--- config.mk ---
export PLATFORM = sky130hd
export DESIGN_NAME = iter_divider
export DESIGN_NICKNAME = d
export VERILOG_FILES = /design/src/rtl/iter_divider.sv
export SDC_FILE = /design/constraint.sdc
export NUM_CORES = 1
export LEC_CHECK = 0
export BUFFER_PORTS_ARGS = -buffer_cell sky130_fd_sc_hd__buf_4
export CORE_ASPECT_RATIO = 1.75
export CORE_MARGIN = 1.5
export CORE_UTILIZATION = 55
export DETAILED_ROUTE_END_ITERATION = 10
export GPL_ROUTABILITY_DRIVEN = 1
export HOLD_SLACK_MARGIN = 0.03
export PLACE_DENSITY = 0.82
export SLEW_MARGIN = 20
export SYNTH_ARGS = -nofsm -noshare
export SYNTH_HDL_FRONTEND = slang
export SYNTH_SLANG_ARGS = --single-unit
--- constraint.sdc ---
create_clock -name clk -period 6.11 [get_ports clk]
set_input_delay 0.3055 -clock clk [delete_from_list [all_inputs] [get_ports clk]]
set_output_delay 0.3055 -clock clk [all_outputs]
set_load 0.005 [all_outputs]
--- src/rtl/iter_divider.sv ---
module iter_divider #(
  parameter int W    = 64,
  parameter int SKIP = 8
) (
  input  logic         clk,
  input  logic         rst_n,
  input  logic         start,
  input  logic [W-1:0] dividend,
  input  logic [W-1:0] divisor,
  input  logic         is_signed,
  input  logic         want_mod,
  output logic [W-1:0] result,
  output logic         done
);
  localparam int CW = $clog2(W + 1);

  typedef enum logic [1:0] {IDLE, NEG, RUN, FIN} st_t;

  st_t            st;
  logic [2*W-1:0] acc;
  logic [W-1:0]   dsr;
  logic [CW-1:0]  cnt;
  logic           neg_a, neg_b, neg_res, mod_q, dz;

  wire          sa    = is_signed & dividend[W-1];
  wire          sb    = is_signed & divisor[W-1];
  wire [W:0]    trial = acc[2*W-1:W-1];
  wire [W:0]    diff  = trial - {1'b0, dsr};
  wire          fits  = ~diff[W];
  wire [W-1:0]  rem_n = fits ? diff[W-1:0] : trial[W-1:0];
  wire          skip  = ~|acc[2*W-1:W-SKIP] && (cnt < CW'(W - SKIP));
  wire [W-1:0]  pick  = mod_q ? acc[2*W-1:W] : acc[W-1:0];
  wire [W-1:0]  fin   = dz ? '0 : (neg_res ? -pick : pick);

  always_ff @(posedge clk) begin
    if (!rst_n) begin
      st      <= IDLE;
      acc     <= '0;
      dsr     <= '0;
      cnt     <= '0;
      neg_a   <= 1'b0;
      neg_b   <= 1'b0;
      neg_res <= 1'b0;
      mod_q   <= 1'b0;
      dz      <= 1'b0;
      result  <= '0;
      done    <= 1'b0;
    end else begin
      done <= 1'b0;
      case (st)
        IDLE: if (start) begin
          acc     <= {{W{1'b0}}, dividend};
          dsr     <= divisor;
          cnt     <= '0;
          neg_a   <= sa;
          neg_b   <= sb;
          neg_res <= want_mod ? sa : (sa ^ sb);
          mod_q   <= want_mod;
          dz      <= (divisor == '0);
          st      <= (sa | sb) ? NEG : RUN;
        end
        NEG: begin
          if (neg_a) acc[W-1:0] <= -acc[W-1:0];
          if (neg_b) dsr <= -dsr;
          st <= RUN;
        end
        RUN: begin
          if (skip) begin
            acc <= acc << SKIP;
            cnt <= cnt + CW'(SKIP);
          end else begin
            acc <= {rem_n, acc[W-2:0], fits};
            cnt <= cnt + CW'(1);
            if (cnt == CW'(W - 1)) st <= FIN;
          end
        end
        FIN: begin
          result <= fin;
          done   <= 1'b1;
          st     <= IDLE;
        end
        default: st <= IDLE;
      endcase
    end
  end


  done_pulse_chk: assert property (@(posedge clk) disable iff (!rst_n)
    done |=> !done);


  busy_start_chk: assert property (@(posedge clk) disable iff (!rst_n)
    (st != IDLE && start) |=> ($stable(mod_q) && $stable(neg_res) && $stable(dz)));


  step_size_chk: assert property (@(posedge clk) disable iff (!rst_n)
    (st == RUN) |=> (cnt == $past(cnt) + CW'(1) || cnt == $past(cnt) + CW'(SKIP)));


  cnt_bound_chk: assert property (@(posedge clk) disable iff (!rst_n)
    cnt <= CW'(W));


  zero_div_chk: assert property (@(posedge clk) disable iff (!rst_n)
    (done && dz) |-> (result == '0));


  done_src_chk: assert property (@(posedge clk) disable iff (!rst_n)
    done |-> ($past(st) == FIN));
endmodule

==> flow_metrics.py, run 1 <==
metrics = {
    "outcome": {
        "status": "completed",
    },
    "timing": {
        "fin_worst_skew_ns": 0.0218,
        "min_period_ns": 4.56,
        "rsz0062_at_grt": "no",
        "setup_tns_ns": 0,
        "tightest_slew_ns": 1.11,
        "finalSetupViolCount": 0,
        "hold_viol_final": 0,
        "slew_violations": 0,
        "fmax_mhz": 220,
        "fin_crit_sh": 0.746,
        "relSlewSlack": 0.252,
    },
    "drt": {
        "wire_per_inst_um": 22.2,
        "vias": 22900,
        "wirelength_um": 76300,
        "detail-route-antenna-nets": 0,
        "first_pass_iters": 7,
        "drt_iter0_drc": 2130,
        "vias_per_cell": 6.64,
        "drc_errors": 0,
    },
    "cts": {
        "cts_max_level": 1,
        "numCtsBuffers": 28,
        "cts_tree": "yes",
        "cts.sink_count": 271,
        "clk_latency_ns": 0.59,
        "cts.root.buffer_cell": "clkbuf_16",
        "clk_pin_slew_worst_paths_ns": 0.07,
        "clockBufferDepth": 3,
        "cts_resized": 0,
    },
    "setup_path": {
        "crit_type": "flip-flop to flip-flop",
        "cpMaxStageDelayCell": "o31ai_1",
        "worst_setup_path_start_kind": "flip-flop",
        "crit_path_end_kind": "flip-flop",
        "critical_path.startpoint": "acc[63]",
        "worstPathArrival_ns": 5.01,
        "worst_ep_required_time_ns": 6.56,
        "reg2reg_from": "acc[63]",
        "cpPeakStageDelay_ns": 0.56,
        "path_max_fanout": 44,
        "crit_top_cell": "a211oi_1",
        "crit_chain": "inv_1, ha_1, fa_1, nand2b_1, a21oi_1, o21ai_0, a211oi_1, a211oi_1, o31ai_1, xor2_4, buf_4, a221oi_1, a2111oi_0",
    },
    "synth": {
        "async_flop_share": 0,
        "synth_edf_count": 0,
        "ys_ff_latch": 271,
        "ys.warnings.count": 0,
        "synth.cell_area_um2": 21200,
        "ys_types": 87,
        "yosysTopAreaCellShare": 0.256,
        "synth.yosys.seq_area_share": 0.256,
        "synth_area_leaders": "dfxtp_1 (26%), o21ai_0 (6.3%), a21oi_1 (6.0%)",
        "ys.flop_type": "dfxtp_1",
        "synth_top_cell_by_area": "dfxtp_1",
        "synth_nets": 3112,
        "syn_area_per_cell_um2": 7.30,
        "synthCells": 2903,
    },
    "die": {
        "io_pins": 198,
        "die_w_um": 151,
        "die_h_um": 263,
        "die_area_um2": 39700,
        "initial_core_util": 0.561,
        "rows": 94,
        "fp.coreArea_um2": 37800,
    },
    "global_route": {
        "grt_pass1_vias": 21900,
        "antenna_found_initial": 0,
        "grt_max_degree": 93,
        "grt-ovfl-total": 0,
        "grt_pass1_wl_um": 118000,
        "grt_usage": 0.373,
    },
    "placement": {
        "dp.final_hpwl_um": 56300,
        "port_buffers": 197,
        "gp_congestion": 1.01,
    },
    "final_layout": {
        "finalCoreUtilization": 0.627,
        "fill_cells": 3469,
        "drive_gt1_frac": 0.115,
        "area_delta_synth_final_pct": 11.7,
        "antenna_cells": 0,
        "final_nets": 3153,
    },
    "power_and_ir_drop": {
        "power.total_mw": 12.2,
        "peakVddDrop_mv": 0.431,
        "p_leak_nw": 9.15,
        "power_density_nw_per_um2": 514,
    },
    "job": {
        "drv_cap": 0,
    },
    "min_path": {
        "min_path_type": "input port to flip-flop",
        "worstHoldStart": "divisor[33]",
    },
}
[flip-flops by register name (all words and copies together), names as in the netlist, 2 cells and up]
register	flops
acc	128
cnt	7
dsr	64
result	64
st	2
[routing by layer]
metal  GRT usage  part of all wire
met1       0.425              0.36
met2       0.627              0.48
met3      0.0503             0.078
met4       0.270             0.079
met5           0                 0
[placed cells by master, fill, tap and decap left out, types with 10 or more instances in the layout]
cell type and n:
nand2_1 284, dfxtp_1 269, o21ai_0 265, nor2_1 258, a21oi_1 256, buf_4 217, mux2i_1 119, inv_1 111
xnor2_1 107, nor3_1 102, ha_1 73, nor4_1 58, xor2_1 50, a211oi_1 49, nand3_1 47, a31oi_1 46
and2_1 45, a22oi_1 39, mux2_2 36, nand4_1 31, nor2b_1 31, o22ai_1 29, clkbuf_16 29, or3_1 28
and3_1 22, a21o_1 22, o21bai_1 20, a221oi_1 19, nand2b_1 17, o211ai_1 17, o31ai_1 17, o21ai_1 17
a2bb2oi_1 15, o21a_1 14, nor4b_1 14, nand3b_1 12, nor3b_1 11, dlygate4sd3_1 10
[cells by family after synthesis]
kind of cell | Yosys count | synth area share
compound gates | 910 | 0.263
xor+xnor | 158 | 0.0653
fa+ha+maj | 76 | 0.0452
buf+inv | 330 | 0.0617
flops | 271 | 0.256
mux | 155 | 0.0754
simple gates | 1003 | 0.233
[worst max-delay path: cells and delay by family (launching register included)]
| kind | cells | cell delay (ns) |
|---|---|---|
| xor+xnor | 1 | 0.20 |
| flops | 1 | 0.48 |
| compound gates | 7 | 2.27 |
| buf+inv | 2 | 0.63 |
| fa+ha+maj | 2 | 0.62 |
| simple gates | 1 | 0.18 |
[synthesized netlist by cell type, types with 6 or more instances]
| cell type | count |
|---|---|
| o21bai_1 | 20 |
| nand3b_1 | 12 |
| buf_2 | 19 |
| dfxtp_1 | 271 |
| a2bb2oi_1 | 15 |
| buf_1 | 12 |
| or4_1 | 7 |
| nand2b_1 | 17 |
| a221oi_1 | 19 |
| ha_1 | 75 |
| a31oi_1 | 46 |
| o41ai_1 | 6 |
| nor4_1 | 58 |
| and3_1 | 22 |
| o22ai_1 | 29 |
| nor2_1 | 259 |
| o311a_1 | 7 |
| nand4_1 | 31 |
| a21oi_1 | 256 |
| a32oi_1 | 6 |
| nor3_1 | 102 |
| xor2_1 | 51 |
| o31ai_1 | 17 |
| a22oi_1 | 39 |
| a211oi_1 | 49 |
| o311ai_0 | 6 |
| a21o_1 | 22 |
| o21ai_1 | 17 |
| mux2i_1 | 119 |
| xnor2_1 | 107 |
| and2_1 | 46 |
| a21boi_0 | 6 |
| o21ai_0 | 265 |
| o211ai_1 | 17 |
| nor3b_1 | 11 |
| nand3_1 | 48 |
| inv_1 | 112 |
| clkbuf_1 | 178 |
| nor2b_1 | 31 |
| mux2_2 | 36 |
| or3_1 | 28 |
| nor4b_1 | 14 |
| o21a_1 | 14 |
| nand2_1 | 285 |
[worst paths after layout]
check               end  slack [ns]  cells after the start
max              acc[0]        1.55                     13
min             dsr[33]        0.05                      3
max reg2reg      acc[0]        1.55                     13
min reg2reg  result[55]        0.46                      2
[through the flow]
| stage | setup slack [ns] | area [µm²] | instances | hold WS (ns) |
|---|---|---|---|---|
| after CTS | 1.61 | 23700 | 3444 | 0.0324 |
| final | 1.55 | 23700 | 3444 | 0.0508 |
| after global routing | 1.20 | 23700 | 3444 | 0.0521 |
| after detailed placement | 1.63 | 22600 | 3384 | 0.448 |
| after floorplan | 1.32 | 21200 | 2903 | 0.442 |
| after global placement | 1.76 | 22600 | 3384 | 0.442 |
[layout make-up]
class / instances / area, µm² / area share
Sequential cell: 271 / 5430 / 0.230
Tap cell: 480 / 601 / 0.0254
Inverter: 114 / 429 / 0.0181
Multi-Input combinational cell: 2302 / 14500 / 0.613
Clock buffer: 38 / 820 / 0.0346
Timing Repair Buffer: 227 / 1730 / 0.0730
Clock inverter: 12 / 149 / 0.00629
[report_power, final]
part	internal (mW)	total (mW)	switching [mW]
Sequential	2.15	2.85	0.696
Clock	1.06	1.85	0.787
Combinational	2.74	7.47	4.73
Total	5.96	12.2	6.21
[what timing repair did]
| action | CTS | global route |
|---|---|---|
| setup endpoints to repair | 0 | 0 |
| buffers inserted | 0 | 0 |
| hold endpoints to repair | 10 | 0 |
| hold buffers | 10 | 0 |
(Power assumes the default switching activity.)
==> run 2: changes to the inputs <==
==> constraint.sdc (replaced) <==
create_clock -name clk -period 4.2 [get_ports clk]
set_input_delay 0.21 -clock clk [delete_from_list [all_inputs] [get_ports clk]]
set_output_delay 0.21 -clock clk [all_outputs]
set_load 0.005 [all_outputs]
==> flow_metrics.py, run 2 (synthesis gave the netlist of run 1 again) <==
metrics = {
    "outcome": {
        "status": "completed",
    },
    "setup_path": {
        "crit_chain": "nor4_1, nand4_1, nor4_2, nand3_2, buf_12, nand2_1, o21ai_0, a222oi_1, a211oi_1, a21oi_1, nor2_1",
        "cpPeakStageDelay_ns": 0.90,
        "rr_endpoint": "acc[8]",
        "cpMaxStageDelayCell": "nor4_1",
        "worst_ep_required_time_ns": 4.64,
        "path_max_fanout": 55,
        "r2r_slack_ns": 0.19,
        "crit_path_end_kind": "flip-flop",
        "worst_setup_path_start_kind": "flip-flop",
        "worstPathArrival_ns": 4.45,
        "reg2reg_from": "acc[76]",
        "r2r_cells": 11,
        "crit_type": "flip-flop to flip-flop",
    },
    "cts": {
        "clk_latency_ns": 0.60,
        "clockBufferDepth": 3,
        "cts_max_level": 1,
        "cts.repair_timing.setup_buffer_count": 0,
        "clk_pin_slew_worst_paths_ns": 0.07,
        "numCtsBuffers": 28,
        "cts.sink_count": 271,
        "cts_tree": "yes",
        "cts.root.buffer_cell": "clkbuf_16",
    },
    "drt": {
        "met1_length_um": 27500,
        "wirelength_um": 77400,
        "vias": 23500,
        "detail-route-antenna-nets": 0,
        "wl_met2_um": 36500,
        "wire_per_inst_um": 21.8,
        "wl_met3_um": 6240,
        "maxUsedRoutingLayer": "met5",
        "vias_per_cell": 6.64,
        "first_pass_iters": 6,
        "drc_errors": 0,
        "drt_iter0_drc": 2500,
    },
    "power_and_ir_drop": {
        "peakVddDrop_mv": 0.561,
        "power_density_nw_per_um2": 740,
        "p_leak_nw": 9.62,
    },
    "placement": {
        "port_buffers": 197,
        "gp_congestion": 1.00,
        "dp.final_hpwl_um": 56600,
    },
    "timing": {
        "fin_crit_sh": 0.955,
        "rsz0062_at_grt": "no",
        "setup_tns_ns": 0,
        "slew_violations": 0,
        "tightest_slew_ns": 0.998,
        "fmax_mhz": 249,
        "relSlewSlack": 0.328,
        "hold_viol_final": 0,
        "fin_worst_skew_ns": 0.0291,
        "min_period_ns": 4.01,
        "finalSetupViolCount": 0,
    },
    "global_route": {
        "grt-ovfl-total": 0,
        "grt_pass1_vias": 22600,
        "antenna_found_initial": 3,
        "grt_pass1_wl_um": 120000,
        "grt_max_degree": 106,
        "grt_usage": 0.380,
    },
    "die": {
        "rows": 94,
        "io_pins": 198,
        "die_area_um2": 39700,
        "fp.coreArea_um2": 37800,
        "die_w_um": 151,
        "initial_core_util": 0.561,
        "die_h_um": 263,
    },
    "final_layout": {
        "area_delta_synth_final_pct": 15.9,
        "final_nets": 3248,
        "final_common_cell": "nand2_1",
        "layout_common_cells": "nand2_1 (284), buf_4 (274), dfxtp_1 (269)",
        "largest_register": "acc",
        "reg_top3": "acc x128, dsr x64, result x64",
        "drive_gt1_frac": 0.134,
        "finalCoreUtilization": 0.650,
        "largest_reg_flops": 128,
    },
    "min_path": {
        "worstHoldStart": "dividend[46]",
        "hold_path_end": "acc[46]",
        "min_path_type": "input port to flip-flop",
        "holdPathStages": 3,
    },
    "job": {
        "drv_cap": 0,
    },
}
[run 2: cell count changes in the layout (fill, tap and decap cells not counted), moves of 3 or more]
cell | before | now
buf_12 | 0 | 5
inv_6 | 1 | 5
clkbuf_8 | 6 | 2
dlygate4sd3_1 | 10 | 42
buf_4 | 217 | 274
clkinvlp_4 | 1 | 4
[run 2: stage by stage]
step	cell area [µm²]	hold slack (ns)	power (mW)	cells	setup WS, ns
floorplan	21200	0.349	12.0	2903	0.0470
finish	24500	0.0413	18.2	3542	0.188
global placement	23100	0.438	14.7	3447	0.346
global route	24500	0.0559	19.3	3540	0.00867
CTS	24500	0.0324	17.8	3540	0.158
detailed placement	23100	0.439	15.1	3447	0.192
[run 2: worst max-delay path by stage]
stage	from	end	depth (start not counted)
2_1_floorplan	mod_q	result[62]	19
3_3_place_gp	acc[64]	acc[8]	12
3_5_place_dp	acc[63]	acc[0]	16
4_1_cts	acc[63]	acc[0]	16
5_1_grt	acc[63]	acc[0]	16
6_report	acc[76]	acc[8]	11
[run 2: what timing repair did]
action,in CTS,in global routing
resized for setup,0,3
endpoints found under the hold margin,42,0
setup endpoints to repair,0,101
hold buffers,42,0
[run 2: area by class of cell]
class / count / area (µm²)
multi-input combinational: 2302 / 14500
fill: 3272 / 13200
sequential: 271 / 5430
timing repair buffer: 322 / 2590
clock buffer: 32 / 757
tap: 480 / 601
inverter: 114 / 429
clock inverter: 19 / 211
antenna: 2 / 5.00
[run 2: critical path: cells and delay by family, from the launching register on]
family          cells  cell delay, ns
compound gates      4            0.74
buf+inv             1            0.32
flops               1            0.42
simple gates        6            2.39
[run 2: metal layers]
layer	vias up	GRT usage
met3	378	0.0613
met4	2	0.304
met5	-	0
li1	10800	-
met2	1341	0.627
met1	11000	0.425
[run 2: where the power goes]
group          internal [mW]  switching (mW)  total [mW]
clock                   1.50            1.22        2.72
sequential              3.13           0.785        3.92
combinational           4.29            7.25        11.5
